===== src/rtl/hang_sup_pkg.sv =====
package hang_sup_pkg;

    typedef enum logic [1:0] {
        FLT_NONE = 2'd0,
        FLT_WDT  = 2'd1,
        FLT_OVF  = 2'd2,
        FLT_UNF  = 2'd3
    } fault_e;

    typedef struct packed {
        logic push;
        logic pop;
    } nest_ev_t;

    function automatic logic is_fault(fault_e f);
        return f != FLT_NONE;
    endfunction

    function automatic fault_e merge_fault(logic wdt, fault_e nest);
        return wdt ? FLT_WDT : nest;
    endfunction

endpackage


===== src/rtl/ivl_timer.sv =====
module ivl_timer #(
    parameter int CNT_W = 4
) (
    input  logic clk,
    input  logic clr,
    input  logic tick_a,
    input  logic tick_b,
    input  logic tick_sel,
    input  logic ivl_clr,
    output logic ovf,
    output logic irq
);
    logic [CNT_W-1:0] cnt_q;
    logic             irq_q;
    logic             tick_now;

    always_comb begin
        tick_now = tick_sel ? tick_b : tick_a;
        ovf      = tick_now && !ivl_clr && (cnt_q == {CNT_W{1'b1}});
    end

    always_ff @(posedge clk) begin
        if (clr) begin
            cnt_q <= '0;
            irq_q <= 1'b0;
        end else begin
            if (ivl_clr)
                cnt_q <= '0;
            else if (tick_now)
                cnt_q <= cnt_q + 1'b1;
            irq_q <= ovf;
        end
    end

    assign irq = irq_q;

    // the interrupt is a single-cycle pulse
    a_r1_irq_single: assert property (@(posedge clk) disable iff (clr)
        irq_q |=> !irq_q);

    // a clear leaves the counter at zero
    a_r3_clear_zero: assert property (@(posedge clk) disable iff (clr)
        ivl_clr |=> (cnt_q == '0));
endmodule


===== src/rtl/wdt_window.sv =====
module wdt_window #(
    parameter int LIMIT = 4,
    parameter int WW    = 3
) (
    input  logic clk,
    input  logic clr,
    input  logic ovf,
    input  logic kick,
    output logic fault
);
    logic [WW-1:0] wcnt_q;

    assign fault = ovf && !kick && (wcnt_q == WW'(LIMIT - 1));

    always_ff @(posedge clk) begin
        if (clr || kick)
            wcnt_q <= '0;
        else if (ovf)
            wcnt_q <= wcnt_q + 1'b1;
    end

    // the wrap count never reaches the limit
    a_r4_window_range: assert property (@(posedge clk) disable iff (clr)
        wcnt_q < WW'(LIMIT));

    // a restart strobe empties the window
    a_r4_kick_clears: assert property (@(posedge clk) disable iff (clr)
        kick |=> (wcnt_q == '0));
endmodule


===== src/rtl/nest_monitor.sv =====
module nest_monitor
    import hang_sup_pkg::*;
#(
    parameter int MAX_DEPTH = 5,
    parameter int DW        = 3
) (
    input  logic           clk,
    input  logic           clr,
    input  nest_ev_t       ev,
    output logic [DW-1:0]  depth,
    output fault_e         flt
);
    logic [DW-1:0] depth_q;

    always_comb begin
        flt = FLT_NONE;
        if (ev.push && !ev.pop && depth_q == DW'(MAX_DEPTH))
            flt = FLT_OVF;
        else if (ev.pop && !ev.push && depth_q == '0)
            flt = FLT_UNF;
    end

    always_ff @(posedge clk) begin
        if (clr)
            depth_q <= '0;
        else if (ev.push && !ev.pop)
            depth_q <= depth_q + 1'b1;
        else if (ev.pop && !ev.push)
            depth_q <= depth_q - 1'b1;
    end

    assign depth = depth_q;

    // the depth stays within the legal range
    a_r10_depth_range: assert property (@(posedge clk) disable iff (clr)
        depth_q <= DW'(MAX_DEPTH));

    // simultaneous push and pop keep the depth
    a_r7_both_stable: assert property (@(posedge clk) disable iff (clr)
        (ev.push && ev.pop) |=> $stable(depth_q));
endmodule


===== src/rtl/rst_stretch.sv =====
module rst_stretch #(
    parameter int HOLD_CYC = 16,
    parameter int HW       = 4
) (
    input  logic clk,
    input  logic rst,
    input  logic fault_in,
    output logic holding
);
    logic [HW-1:0] hcnt_q;
    logic          hold_q;

    always_ff @(posedge clk) begin
        if (rst) begin
            hold_q <= 1'b0;
            hcnt_q <= '0;
        end else if (hold_q) begin
            if (hcnt_q == HW'(HOLD_CYC - 1)) begin
                hold_q <= 1'b0;
                hcnt_q <= '0;
            end else begin
                hcnt_q <= hcnt_q + 1'b1;
            end
        end else if (fault_in) begin
            hold_q <= 1'b1;
            hcnt_q <= '0;
        end
    end

    assign holding = hold_q;

    // a fault starts the hold on the next cycle
    a_r8_hold_start: assert property (@(posedge clk) disable iff (rst)
        (fault_in && !hold_q) |=> hold_q);

    // the hold ends after its last count
    a_r8_hold_end: assert property (@(posedge clk) disable iff (rst)
        (hold_q && hcnt_q == HW'(HOLD_CYC - 1)) |=> !hold_q);

    // reset releases the hold
    a_r9_reset_release: assert property (@(posedge clk)
        rst |=> !hold_q);
endmodule


===== src/rtl/hang_supervisor.sv =====
module hang_supervisor
    import hang_sup_pkg::*;
#(
    parameter int CNT_W     = 4,
    parameter int WDT_LIMIT = 4,
    parameter int MAX_DEPTH = 5,
    parameter int HOLD_CYC  = 16
) (
    input  logic       clk,
    input  logic       rst,
    input  logic       tick_a,
    input  logic       tick_b,
    input  logic       tick_sel,
    input  logic       wdt_kick,
    input  logic       ivl_clr,
    input  logic       push,
    input  logic       pop,
    output logic       rst_req_n,
    output logic       ivl_irq,
    output logic [2:0] depth
);
    localparam int DW = $clog2(MAX_DEPTH + 1);
    localparam int WW = $clog2(WDT_LIMIT + 1);
    localparam int HW = (HOLD_CYC > 1) ? $clog2(HOLD_CYC) : 1;

    logic          ovf, wdt_fault, holding, fault_any, clr_all;
    fault_e        nest_flt, flt_now;
    nest_ev_t      ev;
    logic [DW-1:0] depth_i;

    assign ev        = '{push: push, pop: pop};
    assign flt_now   = merge_fault(wdt_fault, nest_flt);
    assign fault_any = !holding && is_fault(flt_now);
    assign clr_all   = rst || holding || fault_any;

    ivl_timer #(.CNT_W(CNT_W)) u_timer (
        .clk(clk), .clr(clr_all), .tick_a(tick_a), .tick_b(tick_b),
        .tick_sel(tick_sel), .ivl_clr(ivl_clr), .ovf(ovf), .irq(ivl_irq)
    );

    wdt_window #(.LIMIT(WDT_LIMIT), .WW(WW)) u_wdt (
        .clk(clk), .clr(clr_all), .ovf(ovf), .kick(wdt_kick), .fault(wdt_fault)
    );

    nest_monitor #(.MAX_DEPTH(MAX_DEPTH), .DW(DW)) u_nest (
        .clk(clk), .clr(clr_all), .ev(ev), .depth(depth_i), .flt(nest_flt)
    );

    rst_stretch #(.HOLD_CYC(HOLD_CYC), .HW(HW)) u_hold (
        .clk(clk), .rst(rst), .fault_in(fault_any), .holding(holding)
    );

    assign rst_req_n = !holding;
    assign depth     = 3'(depth_i);

    // a push at full depth requests a reset
    a_r5_overflow: assert property (@(posedge clk) disable iff (rst)
        (rst_req_n && push && !pop && depth == 3'(MAX_DEPTH)) |=> !rst_req_n);

    // a pop at depth zero requests a reset
    a_r6_underflow: assert property (@(posedge clk) disable iff (rst)
        (rst_req_n && pop && !push && depth == 3'd0) |=> !rst_req_n);

    // everything reads zero while the reset request is low
    a_r8_quiet_hold: assert property (@(posedge clk) disable iff (rst)
        !rst_req_n |-> (depth == 3'd0 && !ivl_irq));
endmodule


===== config.mk =====
export PLATFORM = sky130hd
export DESIGN_NAME = hang_supervisor
export DESIGN_NICKNAME = d
export VERILOG_FILES = /design/src/rtl/hang_sup_pkg.sv /design/src/rtl/ivl_timer.sv /design/src/rtl/wdt_window.sv /design/src/rtl/nest_monitor.sv /design/src/rtl/rst_stretch.sv /design/src/rtl/hang_supervisor.sv
export SDC_FILE = /design/constraint.sdc
export NUM_CORES = 1
export LEC_CHECK = 0
export BUFFER_PORTS_ARGS = -buffer_cell sky130_fd_sc_hd__clkbuf_2
export CAP_MARGIN = 20
export CORE_AREA = 3 3 50 52
export CTS_CLUSTER_SIZE = 30
export DETAILED_ROUTE_END_ITERATION = 6
export DIE_AREA = 0 0 53 55
export PLACE_DENSITY_LB_ADDON = 0.08
export SETUP_SLACK_MARGIN = 0.1
export SLEW_MARGIN = 20
export SYNTH_ARGS = -nofsm -noshare
export SYNTH_HDL_FRONTEND = slang
export SYNTH_HIERARCHICAL = 1
export SYNTH_SLANG_ARGS = --single-unit

===== constraint.sdc =====
create_clock -name clk -period 2.4 [get_ports clk]
set_input_delay 0.12 -clock clk [delete_from_list [all_inputs] [get_ports clk]]
set_output_delay 0.12 -clock clk [all_outputs]
set_load 0.01 [all_outputs]

==> results.cfg <==
[status]
status = complete, no violations

[finish]
nNetsFinal = 124
postLayoutCellArea_sq_um = 990
areaGrowthSynthToFinish_pct = 14.5
fill_cells = 219
stdcell_count = 135
diodes = 0
drive_gt1_share_pct = 28.0

[floorplan]
ios = 14
fp.dieW_um = 53
chipHeight_um = 55
die_area_sq_mm = 0.00292
num_rows = 17
core_sq_mm = 0.00215
initial_core_util_pct = 40.2

[critical_path]
critPathRequiredTime_ns = 2.57
cp.arrival_ns = 2.23
startpoint = u_timer/cnt_q[0]
cp_max_fo = 5
endpoint = u_hold/hcnt_q[3]
rrSetupSlack_ns = 0.34
ff2ff_path_depth = 9
r2r_start = u_timer/cnt_q[0]
rr_endpoint = u_hold/hcnt_q[3]
endpoint_kind = flip-flop
cp-start-kind = flip-flop
critPathKind = reg -> reg

[pwr]
p_total_uw = 595
vdd_drop_max_uv = 266
pwr-share-clk_pct = 28.4
power.leakage_nw = 0.402
intPower_uw = 425
powerDensity_mw_per_mm2 = 601
switchingPower_uw = 170
swShare_pct = 28.6
pwr-share-seq_pct = 51.7
pwr-share-comb_pct = 19.9

[clock_network]
post-cts-setup-buffer-count = 0
cts.sinks = 16
cts_resized = 0
hold_buffers = 0
numCtsBuffers = 3
clk_latency_ns = 0.27
root_buffer = clkbuf_4
cts_buffer_depth = 2
htree_levels = 1
clkSlewWorstSetupHoldPaths_ns = 0.09
cts_tree = yes

[routing]
drcViolationCount = 0
firstDrtPassIters = 4
ant_nets = 0
dr.first_iter.drc_count = 7
wire_per_inst_um = 10.4
via_count = 662
vias_per_cell = 4.90
wl_mm = 1.40

[synthesis]
synth.distinct_cells = 30
syn_area_per_cell_sq_um = 9.50
netlist_instances = 91
synth_nets = 107
yosys_register_bits = 16
synth_area_sq_um = 865
ys_seq_area_share_pct = 37.0
yosys_warnings = 6

[job]
drv_cap = 0

[timing]
setup_viol = 0
clock.fmax_ghz = 0.485
finalSetupTns_ns = 0
grt_setup_unrepaired = false
finalCriticalPeriod_ns = 2.06
maxSlewViolCount = 0
setup_ws_ns = 0.337
skew_ns = 0.00600
hold_viol = 0
period_share_pct = 86.0
relSlewSlack_pct = 68.1
worst_pin_slew_ns = 0.478

[grt]
grt_use_total_pct = 10.9
grt.overflow.total = 0
grt_pass1_wl_mm = 2.33
antenna_found_initial = 0
grt_pass1_vias = 594
grt_max_degree = 14

[placement]
dpl_cell_area_sq_um = 953
dp.final_hpwl_mm = 1.10
portBuffers = 13
place_inst = 131
place_ws_ns = 0.341
gp_congestion = 0.673

[min_path]
hold_depth = 2
hold_path_class = in -> reg
per-stage QoR:
stage / utilization [%] / hold slack (ns)
detailed placement: 44.4 / 0.345
floorplan: - / 0.182
CTS: 46.1 / 0.0349
finish: 46.1 / 0.0472
global route: 46.1 / 0.0447
global placement: 44.4 / 0.351
cell families (layout without fill, tap and decap cells):
family	count (synthesis)	after routing	share of synthesized area, %
flops	16	16	37.0
compound gates	15	15	12.3
buf+inv	8	24	4.34
mux	4	4	5.06
fa+ha+maj	7	7	11.0
xor+xnor	4	4	4.05
simple gates	37	37	26.2
flip-flops by register name, summed over array words and instances, names as in the netlist:
name	flops
u_nest/depth	3
u_timer/cnt_q	4
u_hold/holding	1
u_timer/irq	1
u_wdt/wcnt_q	3
u_hold/hcnt_q	4
critical path: stages, from the launching register on:
cell and delay [ns]:
dfxtp_1 0.38, ha_1 0.18, nand4b_1 0.11, nor2_1 0.35, and3b_2 0.26, nor3_2 0.05
nor2_1 0.31, o21ai_2 0.08, a31oi_1 0.18, nor3_2 0.06
Yosys cell counts:
cell	instances	area share [%]
nand4b_1	1	1.0
o21ai_2	2	2.0
nor2_1	11	4.8
a31oi_1	1	0.72
xnor2_1	1	1.0
nor3b_2	1	1.4
a41oi_1	1	1.0
nor3_2	4	4.6
nand2_1	4	1.7
mux2i_1	3	3.5
a21boi_0	1	0.87
fa_1	1	2.3
dfxtp_1	16	37
o21ai_0	3	1.7
nand3b_1	2	1.7
mux2i_2	1	1.6
nor2_4	1	1.3
nand3_1	4	2.3
nor3_1	4	2.3
a2111oi_2	1	1.7
ha_1	6	8.7
buf_6	1	1.3
a21oi_1	4	2.3
a21oi_2	1	1.0
or3_1	3	2.2
inv_1	7	3.0
and3b_2	1	1.2
a21boi_1	1	0.87
nor2b_4	1	1.6
xor2_1	3	3.0
worst min path at each step:
stage	slack [ns]	from	end
finish	0.05	ivl_clr	u_timer/cnt_q[1]
global route	0.04	ivl_clr	u_timer/cnt_q[1]
CTS	0.03	ivl_clr	u_timer/cnt_q[0]
detailed placement	0.34	ivl_clr	u_timer/cnt_q[0]
global placement	0.35	ivl_clr	u_timer/cnt_q[1]
floorplan	0.18	rst	u_hold/hcnt_q[2]
cell type report:
class / instances / area (sq um) / area share (%)
well taps: 28 / 35.0 / 3.54
flip-flops and latches: 16 / 320 / 32.4
repair buffers: 13 / 65.1 / 6.57
clock buffers: 4 / 36.3 / 3.67
multi-input cells: 67 / 507 / 51.2
inverters: 7 / 26.3 / 2.65
power groups by stage:
stage	clock [mW]	sequential [mW]	combinational (mW)
2_1_floorplan	0	0.306	0.0939
4_1_cts	0.179	0.308	0.120
6_report	0.169	0.307	0.118
3_3_place_gp	0	0.313	0.118
3_5_place_dp	0	0.314	0.118
5_1_grt	0.194	0.312	0.134
placed cells by master (no fill, tap or decap), types with 3 or more instances in the layout:
master	n
a21oi_1	4
clkbuf_2	13
clkbuf_4	3
dfxtp_1	16
ha_1	6
inv_1	7
mux2i_1	3
nand2_1	4
nand3_1	4
nor2_1	11
nor3_1	4
nor3_2	4
o21ai_0	3
or3_1	3
xor2_1	3
per-layer routing:
metal | vias up | share of wire (%) | track usage [%]
met4 | 0 | 1.1 | 5.11
met1 | 295 | 48 | 13.1
met2 | 15 | 45 | 18.0
met3 | 2 | 5.6 | 3.22
met5 | - | 0 | 0
li1 | 350 | - | -
Power figures use the tool's default switching activity.
